`src/rtl/vout_pkg.sv`:
```
package vout_pkg;

   typedef enum logic [1:0] {
      ST_WAIT_FRAME = 2'd0,
      ST_RUN        = 2'd1,
      ST_RESYNC     = 2'd2
   } vout_state_e;

   localparam int TYPE_W = 4;
   localparam logic [TYPE_W-1:0] PKT_PIXELS = '0;

   function automatic int unsigned span_total(input int unsigned a, input int unsigned b,
                                              input int unsigned c, input int unsigned d);
      return a + b + c + d;
   endfunction

endpackage

```
`src/rtl/vout_raster.sv`:
```
module vout_raster #(
   parameter int H_ACTIVE = 8,
   parameter int H_FRONT  = 2,
   parameter int H_SYNC   = 2,
   parameter int H_BACK   = 2,
   parameter int V_ACTIVE = 4,
   parameter int V_FRONT  = 1,
   parameter int V_SYNC   = 1,
   parameter int V_BACK   = 1
) (
   input  logic clk,
   input  logic rst,
   output logic pix_active,
   output logic hsync_raw,
   output logic vsync_raw,
   output logic frame_last
);
   localparam int H_TOTAL = vout_pkg::span_total(H_ACTIVE, H_FRONT, H_SYNC, H_BACK);
   localparam int V_TOTAL = vout_pkg::span_total(V_ACTIVE, V_FRONT, V_SYNC, V_BACK);
   localparam int HW = $clog2(H_TOTAL);
   localparam int VW = $clog2(V_TOTAL);
   localparam int HS_LO = H_ACTIVE + H_FRONT;
   localparam int HS_HI = HS_LO + H_SYNC;
   localparam int VS_LO = V_ACTIVE + V_FRONT;
   localparam int VS_HI = VS_LO + V_SYNC;

   logic [HW-1:0] h_q;
   logic [VW-1:0] v_q;
   logic          line_last;

   assign line_last = (h_q == HW'(H_TOTAL - 1));

   always_ff @(posedge clk) begin
      if (rst) begin
         h_q <= '0;
         v_q <= '0;
      end else if (line_last) begin
         h_q <= '0;
         v_q <= (v_q == VW'(V_TOTAL - 1)) ? '0 : v_q + 1'b1;
      end else begin
         h_q <= h_q + 1'b1;
      end
   end

   assign pix_active = (h_q < HW'(H_ACTIVE)) && (v_q < VW'(V_ACTIVE));
   assign hsync_raw  = (h_q >= HW'(HS_LO)) && (h_q < HW'(HS_HI));
   assign vsync_raw  = (v_q >= VW'(VS_LO)) && (v_q < VW'(VS_HI));
   assign frame_last = line_last && (v_q == VW'(V_TOTAL - 1));

endmodule

```
`src/rtl/vout_fifo.sv`:
```
module vout_fifo #(
   parameter int DW    = 24,
   parameter int DEPTH = 16
) (
   input  logic          clk,
   input  logic          rst,
   input  logic          flush,
   input  logic          push,
   input  logic [DW-1:0] wdata,
   input  logic          pop,
   output logic [DW-1:0] rdata,
   output logic          empty,
   output logic          full
);
   localparam int AW = $clog2(DEPTH);

   if (DEPTH < 2 || (1 << AW) != DEPTH) begin : g_depth_bad
      $error("vout_fifo: DEPTH must be a power of two of at least 2");
   end

   logic [DW-1:0] mem [DEPTH];
   logic [AW:0]   wr_q, rd_q;

   always_ff @(posedge clk) begin
      if (push && !flush) mem[wr_q[AW-1:0]] <= wdata;
   end

   always_ff @(posedge clk) begin
      if (rst || flush) begin
         wr_q <= '0;
         rd_q <= '0;
      end else begin
         if (push) wr_q <= wr_q + 1'b1;
         if (pop)  rd_q <= rd_q + 1'b1;
      end
   end

   assign rdata = mem[rd_q[AW-1:0]];
   assign empty = (wr_q == rd_q);
   assign full  = (wr_q[AW] != rd_q[AW]) && (wr_q[AW-1:0] == rd_q[AW-1:0]);

endmodule

```
`src/rtl/vout_ctrl.sv`:
```
module vout_ctrl
   import vout_pkg::*;
#(
   parameter int FRAME_PIX = 32
) (
   input  logic              clk,
   input  logic              rst,
   input  logic              s_valid,
   input  logic              s_sop,
   input  logic              s_eop,
   input  logic [TYPE_W-1:0] s_type,
   output logic              s_ready,
   input  logic              pix_active,
   input  logic              frame_last,
   input  logic              fifo_empty,
   input  logic              fifo_full,
   input  logic              sticky_clr,
   output logic              fifo_push,
   output logic              fifo_pop,
   output logic              fifo_flush,
   output vout_state_e       state,
   output logic              sticky
);
   localparam int CW = $clog2(FRAME_PIX + 1);

   vout_state_e   state_q;
   logic          locked_q, ctrl_seen_q, in_pix_q, sticky_q;
   logic [CW-1:0] cnt_q;

   logic draining, storing, fire, hdr, hdr_pix, pix_beat, keep;
   logic frame_start, short_pkt, underrun, fault;

   assign draining = (state_q == ST_RESYNC) || (state_q == ST_WAIT_FRAME && !locked_q);
   assign storing  = (state_q == ST_RUN) || (state_q == ST_WAIT_FRAME && locked_q);
   assign s_ready  = draining || !fifo_full;
   assign fire     = s_valid && s_ready;
   assign hdr      = fire && s_sop;
   assign hdr_pix  = hdr && (s_type == PKT_PIXELS);
   assign pix_beat = fire && !s_sop && in_pix_q;
   assign keep     = pix_beat && storing && (cnt_q < CW'(FRAME_PIX));

   assign frame_start = hdr_pix && ctrl_seen_q && draining;
   assign short_pkt   = storing && fire && s_eop &&
                        ((hdr_pix) || (pix_beat && (cnt_q < CW'(FRAME_PIX - 1))));
   assign underrun    = (state_q == ST_RUN) && pix_active && fifo_empty;
   assign fault       = underrun || short_pkt;

   assign fifo_pop   = (state_q == ST_RUN) && pix_active && !fifo_empty;
   assign fifo_push  = keep && !fault;
   assign fifo_flush = fault;

   always_ff @(posedge clk) begin
      if (rst) begin
         state_q  <= ST_WAIT_FRAME;
         locked_q <= 1'b0;
      end else if (fault) begin
         state_q  <= ST_RESYNC;
         locked_q <= 1'b0;
      end else begin
         unique case (state_q)
            ST_WAIT_FRAME: begin
               if (frame_start) locked_q <= 1'b1;
               if (locked_q && frame_last) state_q <= ST_RUN;
            end
            ST_RESYNC: begin
               if (frame_start) begin
                  state_q  <= ST_WAIT_FRAME;
                  locked_q <= 1'b1;
               end
            end
            default: state_q <= ST_RUN;
         endcase
      end
   end

   always_ff @(posedge clk) begin
      if (rst) begin
         ctrl_seen_q <= 1'b0;
         in_pix_q    <= 1'b0;
         cnt_q       <= '0;
      end else if (hdr) begin
         ctrl_seen_q <= (s_type != PKT_PIXELS);
         in_pix_q    <= (s_type == PKT_PIXELS) && !s_eop;
         cnt_q       <= '0;
      end else if (fire) begin
         if (s_eop) in_pix_q <= 1'b0;
         if (pix_beat && cnt_q < CW'(FRAME_PIX)) cnt_q <= cnt_q + 1'b1;
      end
   end

   always_ff @(posedge clk) begin
      if (rst)             sticky_q <= 1'b0;
      else if (fault)      sticky_q <= 1'b1;
      else if (sticky_clr) sticky_q <= 1'b0;
   end

   assign state  = state_q;
   assign sticky = sticky_q;

endmodule

```
`src/rtl/stream_video_out.sv`:
```
module stream_video_out
   import vout_pkg::*;
#(
   parameter int          DW              = 24,
   parameter int          FIFO_DEPTH      = 16,
   parameter int          H_ACTIVE        = 8,
   parameter int          H_FRONT         = 2,
   parameter int          H_SYNC          = 2,
   parameter int          H_BACK          = 2,
   parameter int          V_ACTIVE        = 4,
   parameter int          V_FRONT         = 1,
   parameter int          V_SYNC          = 1,
   parameter int          V_BACK          = 1,
   parameter bit          SYNC_ACTIVE_LOW = 1'b0,
   parameter logic [DW-1:0] BLANK         = '0,
   parameter int          REG_AW          = 2
) (
   input  logic              clk,
   input  logic              rst,
   input  logic              s_valid,
   output logic              s_ready,
   input  logic              s_sop,
   input  logic              s_eop,
   input  logic [DW-1:0]     s_data,
   output logic              vid_de,
   output logic              vid_hsync,
   output logic              vid_vsync,
   output logic [DW-1:0]     vid_data,
   input  logic [REG_AW-1:0] reg_addr,
   input  logic              reg_wr,
   input  logic              reg_wdata,
   output logic              reg_rdata
);
   localparam int FRAME_PIX = H_ACTIVE * V_ACTIVE;

   if (DW < TYPE_W) begin : g_dw_bad
      $error("stream_video_out: DW must hold the packet type field");
   end
   if (H_ACTIVE < 1 || H_FRONT < 1 || H_SYNC < 1 || H_BACK < 1 ||
       V_ACTIVE < 1 || V_FRONT < 1 || V_SYNC < 1 || V_BACK < 1) begin : g_geom_bad
      $error("stream_video_out: every raster interval must be at least 1");
   end

   logic          pix_active, hsync_raw, vsync_raw, frame_last;
   logic          fifo_push, fifo_pop, fifo_flush, fifo_empty, fifo_full;
   logic [DW-1:0] fifo_rdata;
   logic          sticky, reg_clr;
   logic          hs_lvl, vs_lvl;
   vout_state_e   state;

   vout_raster #(
      .H_ACTIVE(H_ACTIVE), .H_FRONT(H_FRONT), .H_SYNC(H_SYNC), .H_BACK(H_BACK),
      .V_ACTIVE(V_ACTIVE), .V_FRONT(V_FRONT), .V_SYNC(V_SYNC), .V_BACK(V_BACK)
   ) u_raster (
      .clk(clk), .rst(rst), .pix_active(pix_active), .hsync_raw(hsync_raw),
      .vsync_raw(vsync_raw), .frame_last(frame_last)
   );

   vout_fifo #(.DW(DW), .DEPTH(FIFO_DEPTH)) u_fifo (
      .clk(clk), .rst(rst), .flush(fifo_flush), .push(fifo_push), .wdata(s_data),
      .pop(fifo_pop), .rdata(fifo_rdata), .empty(fifo_empty), .full(fifo_full)
   );

   vout_ctrl #(.FRAME_PIX(FRAME_PIX)) u_ctrl (
      .clk(clk), .rst(rst), .s_valid(s_valid), .s_sop(s_sop), .s_eop(s_eop),
      .s_type(s_data[TYPE_W-1:0]), .s_ready(s_ready), .pix_active(pix_active),
      .frame_last(frame_last), .fifo_empty(fifo_empty), .fifo_full(fifo_full),
      .sticky_clr(reg_clr), .fifo_push(fifo_push), .fifo_pop(fifo_pop),
      .fifo_flush(fifo_flush), .state(state), .sticky(sticky)
   );

   if (SYNC_ACTIVE_LOW) begin : g_sync_low
      assign hs_lvl = ~hsync_raw;
      assign vs_lvl = ~vsync_raw;
   end else begin : g_sync_high
      assign hs_lvl = hsync_raw;
      assign vs_lvl = vsync_raw;
   end

   always_ff @(posedge clk) begin
      if (rst) begin
         vid_de    <= 1'b0;
         vid_data  <= BLANK;
         vid_hsync <= SYNC_ACTIVE_LOW;
         vid_vsync <= SYNC_ACTIVE_LOW;
      end else begin
         vid_de    <= fifo_pop;
         vid_data  <= fifo_pop ? fifo_rdata : BLANK;
         vid_hsync <= hs_lvl;
         vid_vsync <= vs_lvl;
      end
   end

   assign reg_clr   = reg_wr && (reg_addr == '0) && reg_wdata;
   assign reg_rdata = (reg_addr == '0) && sticky;

endmodule

```
`config.mk`:
```
export PLATFORM = sky130hd
export DESIGN_NAME = stream_video_out
export DESIGN_NICKNAME = d
export VERILOG_FILES = /design/src/rtl/vout_pkg.sv /design/src/rtl/vout_raster.sv /design/src/rtl/vout_fifo.sv /design/src/rtl/vout_ctrl.sv /design/src/rtl/stream_video_out.sv
export SDC_FILE = /design/constraint.sdc
export NUM_CORES = 1
export LEC_CHECK = 0
export ABC_CLOCK_PERIOD_IN_PS = 6500
export CAP_MARGIN = 25
export CORE_UTILIZATION = 51
export CTS_CLUSTER_DIAMETER = 200
export DETAILED_ROUTE_END_ITERATION = 12
export PLACE_DENSITY = 0.68
export SYNTH_ARGS = -nofsm -noshare
export SYNTH_HDL_FRONTEND = slang
export SYNTH_SLANG_ARGS = --single-unit
```
`constraint.sdc`:
```
create_clock -name clk -period 6.5 [get_ports clk]
set_input_delay 1.3 -clock clk [delete_from_list [all_inputs] [get_ports clk]]
set_output_delay 1.3 -clock clk [all_outputs]
set_load 0.01 [all_outputs]
```
==> metrics.csv <==
metric;value;unit
die width;185;um
grt total ovfl;0;
Lkg Pwr;6.02;nW
sequential share of the synthesized area;74.4;%
routed vias/inst;5.83;
Port Buf Inserts;61;
Clock Latency Late Sink;0.54;ns
FP Rows;66;
peak supply drop;0.234;mV
mean post-synth cell area;21.4;um^2
post-CTS setup buffers;0;
most frequent cells in the layout;384 x edfxtp_1, 115 x mux4_2, 61 x clkdlybuf4s50_1;
TritonCTS buffer count;45;
Worst Path Arrival;2.74;ns
Synth Register Bits;440;
Worst Skew;0.0139;ns
Final Max Slew Viols;0;
Distinct cells, synth;55;
worst hold path class;register to register;
Worst EP required;5.20;ns
final setup vio count;0;
drt drc;0;
CTS tree;done;
Max-cap violations;0;
via count;7968;
Clock Pin Slew Worst Setup and Hold Paths;0.06;ns
Post-synth EDFFs;384;
hpwl dp;17.9;mm
CTS Buffer Depth;3;
first-pass GRT wire length;49.0;mm
pwr dens;286;nW/um^2
Post-synth top flop;edfxtp_1;
DP Area;18200;um^2
CP Class;register to output pin;
CP Launch Type;register;
cell area after synthesis;17000;um^2
status;complete, no violations;
Tcrit/Tclk final;62.1;%
RSZ-0062 raised after global routing;no;
Top Ports;62;
CTS H-tree lvls;2;
net total in the final layout;929;
PostCTS Resize Cnt;0;
Core Region;32700;um^2
Routed Antenna Nets;0;
Slew @ Worst Pin;0.960;ns
critical path capture point type;output pin;
Cells after Synth;795;
initial core utilization;52.0;%
Crit Path Max Fanout;49;
layout overhead on the synthesized area;15.5;%
root buffer cell;clkbuf_16;
GR Util All Layers;19.5;%
DR WL/cell;23.5;um
synth warn;0;
ys async rst share;0;%
first-pass iteration count of the detailed router;5;
initial antenna violation count;0;
Hold Vio Cnt, Final;0;
Post-Route WL;32.1;mm
Die Ht;185;um
min cycle time layout;4.04;ns
layout cells sized above 1;27.2;%
placer congestion estimate;0.888;
DR iter-0 viols;677;
fmax;248;MHz
most common cell after layout, fill and taps aside;edfxtp_1;
Diodes inserted;0;
final instance area;19600;um^2
total power draw;5.61;mW
setup tns final;0;ns
Die Area;34100;um^2
cts hold-fix bufs;0;
Num Clock Sinks;440;
headroom to the max-slew limit;35.8;%
vias in the first global route;8344;
Post-Syn Nets;836;
largest net degree at the start of global routing;53;
==> where the power goes <==
group	internal (mW)	switching, mW	total (mW)	leakage [nW]
Clock	1.46	1.02	2.47	0.700
Combinational	0.0221	0.0463	0.0684	1.42
Sequential	3.07	0.00259	3.07	3.90
Total	4.55	1.06	5.61	6.02
==> final cells by class <==
type | instances | area (um^2)
repair buffers | 84 | 823
multi-input cells | 306 | 4130
fillers | 2307 | 13100
clock inverters | 22 | 193
clock buffers | 61 | 1240
well taps | 442 | 553
inverters | 11 | 41.3
flip-flops and latches | 440 | 12700
==> per-stage QoR <==
| stage | cells | hold slack (ns) | setup WS [ns] | utilization (%) |
|---|---|---|---|---|
| final | 1366 | 0.507 | 2.46 | 60.1 |
| after global placement | 1281 | 0.475 | 2.32 | 55.5 |
| after detailed placement | 1281 | 0.491 | 2.14 | 55.5 |
| after CTS | 1364 | 0.499 | 2.15 | 59.9 |
| after floorplan | 795 | 0.456 | 2.01 | - |
| after global routing | 1366 | 0.535 | 2.32 | 60.1 |
==> Yosys cell counts, types with 4 or more instances <==
cell / number / area share, %
edfxtp_1: 384 / 68
mux4_2: 115 / 15
dfxtp_1: 56 / 6.6
nor2_1: 26 / 0.57
a21oi_1: 18 / 0.53
nor2b_4: 18 / 1.5
clkbuf_1: 16 / 0.35
buf_2: 15 / 0.44
inv_1: 11 / 0.24
nand3_1: 11 / 0.32
nand2_1: 9 / 0.20
nor2b_1: 9 / 0.33
nor3_1: 9 / 0.26
ha_1: 8 / 0.59
xnor2_1: 7 / 0.36
mux4_1: 5 / 0.77
o21ai_0: 5 / 0.15
o211ai_1: 4 / 0.18
o21ai_2: 4 / 0.21
o31ai_1: 4 / 0.18
==> sequential cells by signal, summed over array words and instances, names as in the netlist <==
register / count
vid_de: 1
u_ctrl.sticky: 1
u_ctrl.ctrl_seen_q: 1
u_ctrl.cnt_q: 6
u_ctrl.locked_q: 1
u_ctrl.in_pix_q: 1
vid_data: 24
u_raster.h_q: 4
u_fifo.wr_q: 5
vid_vsync: 1
vid_hsync: 1
u_raster.v_q: 3
u_ctrl.state: 2
u_fifo.rd_q: 5
u_fifo.mem: 384
==> per-layer routing <==
metal | vias up | global-route usage (%) | share of wire, %
met1 | 4180 | 26.3 | 42
met2 | 250 | 32.8 | 51
met3 | 55 | 3.06 | 4.7
li1 | 3483 | - | -
met4 | 0 | 5.87 | 2.3
met5 | - | 0 | 0
==> final timing paths <==
kind                                                   from                           to  slack (ns)  cells past startpoint
worst max-delay path            u_fifo.rd_q[1]$_SDFFE_PP0P_                      s_ready        2.46                      4
worst min-delay path             u_ctrl.sticky$_SDFFE_PP0P_   u_ctrl.sticky$_SDFFE_PP0P_        0.51                      2
worst max register to register  u_fifo.rd_q[1]$_SDFFE_PP0P_  u_fifo.mem[2][15]$_DFFE_PP_        3.71                      6
worst min register to register   u_ctrl.sticky$_SDFFE_PP0P_   u_ctrl.sticky$_SDFFE_PP0P_        0.51                      2
==> logic make-up (layout without fill, tap and decap cells) <==
logic type,count (synthesis),count (layout),share of synthesized area (%)
and+or+nand+nor,113,113,4.62
AOI/OAI and AO/OA,53,53,2.12
adders and majority gates,8,8,0.589
buffers and inverters,49,178,1.63
DFF,440,440,74.4
muxes,122,122,16.1
xor gates and xnor gates,10,10,0.515
==> worst max-delay path: stages, from the launching register on <==
cell,delay [ns]
dfxtp_4,0.80
xnor2_1,0.23
nand4_2,0.31
or2_2,0.39
clkdlybuf4s50_1,0.47
Note: power is estimated with default switching activity, not from simulation.
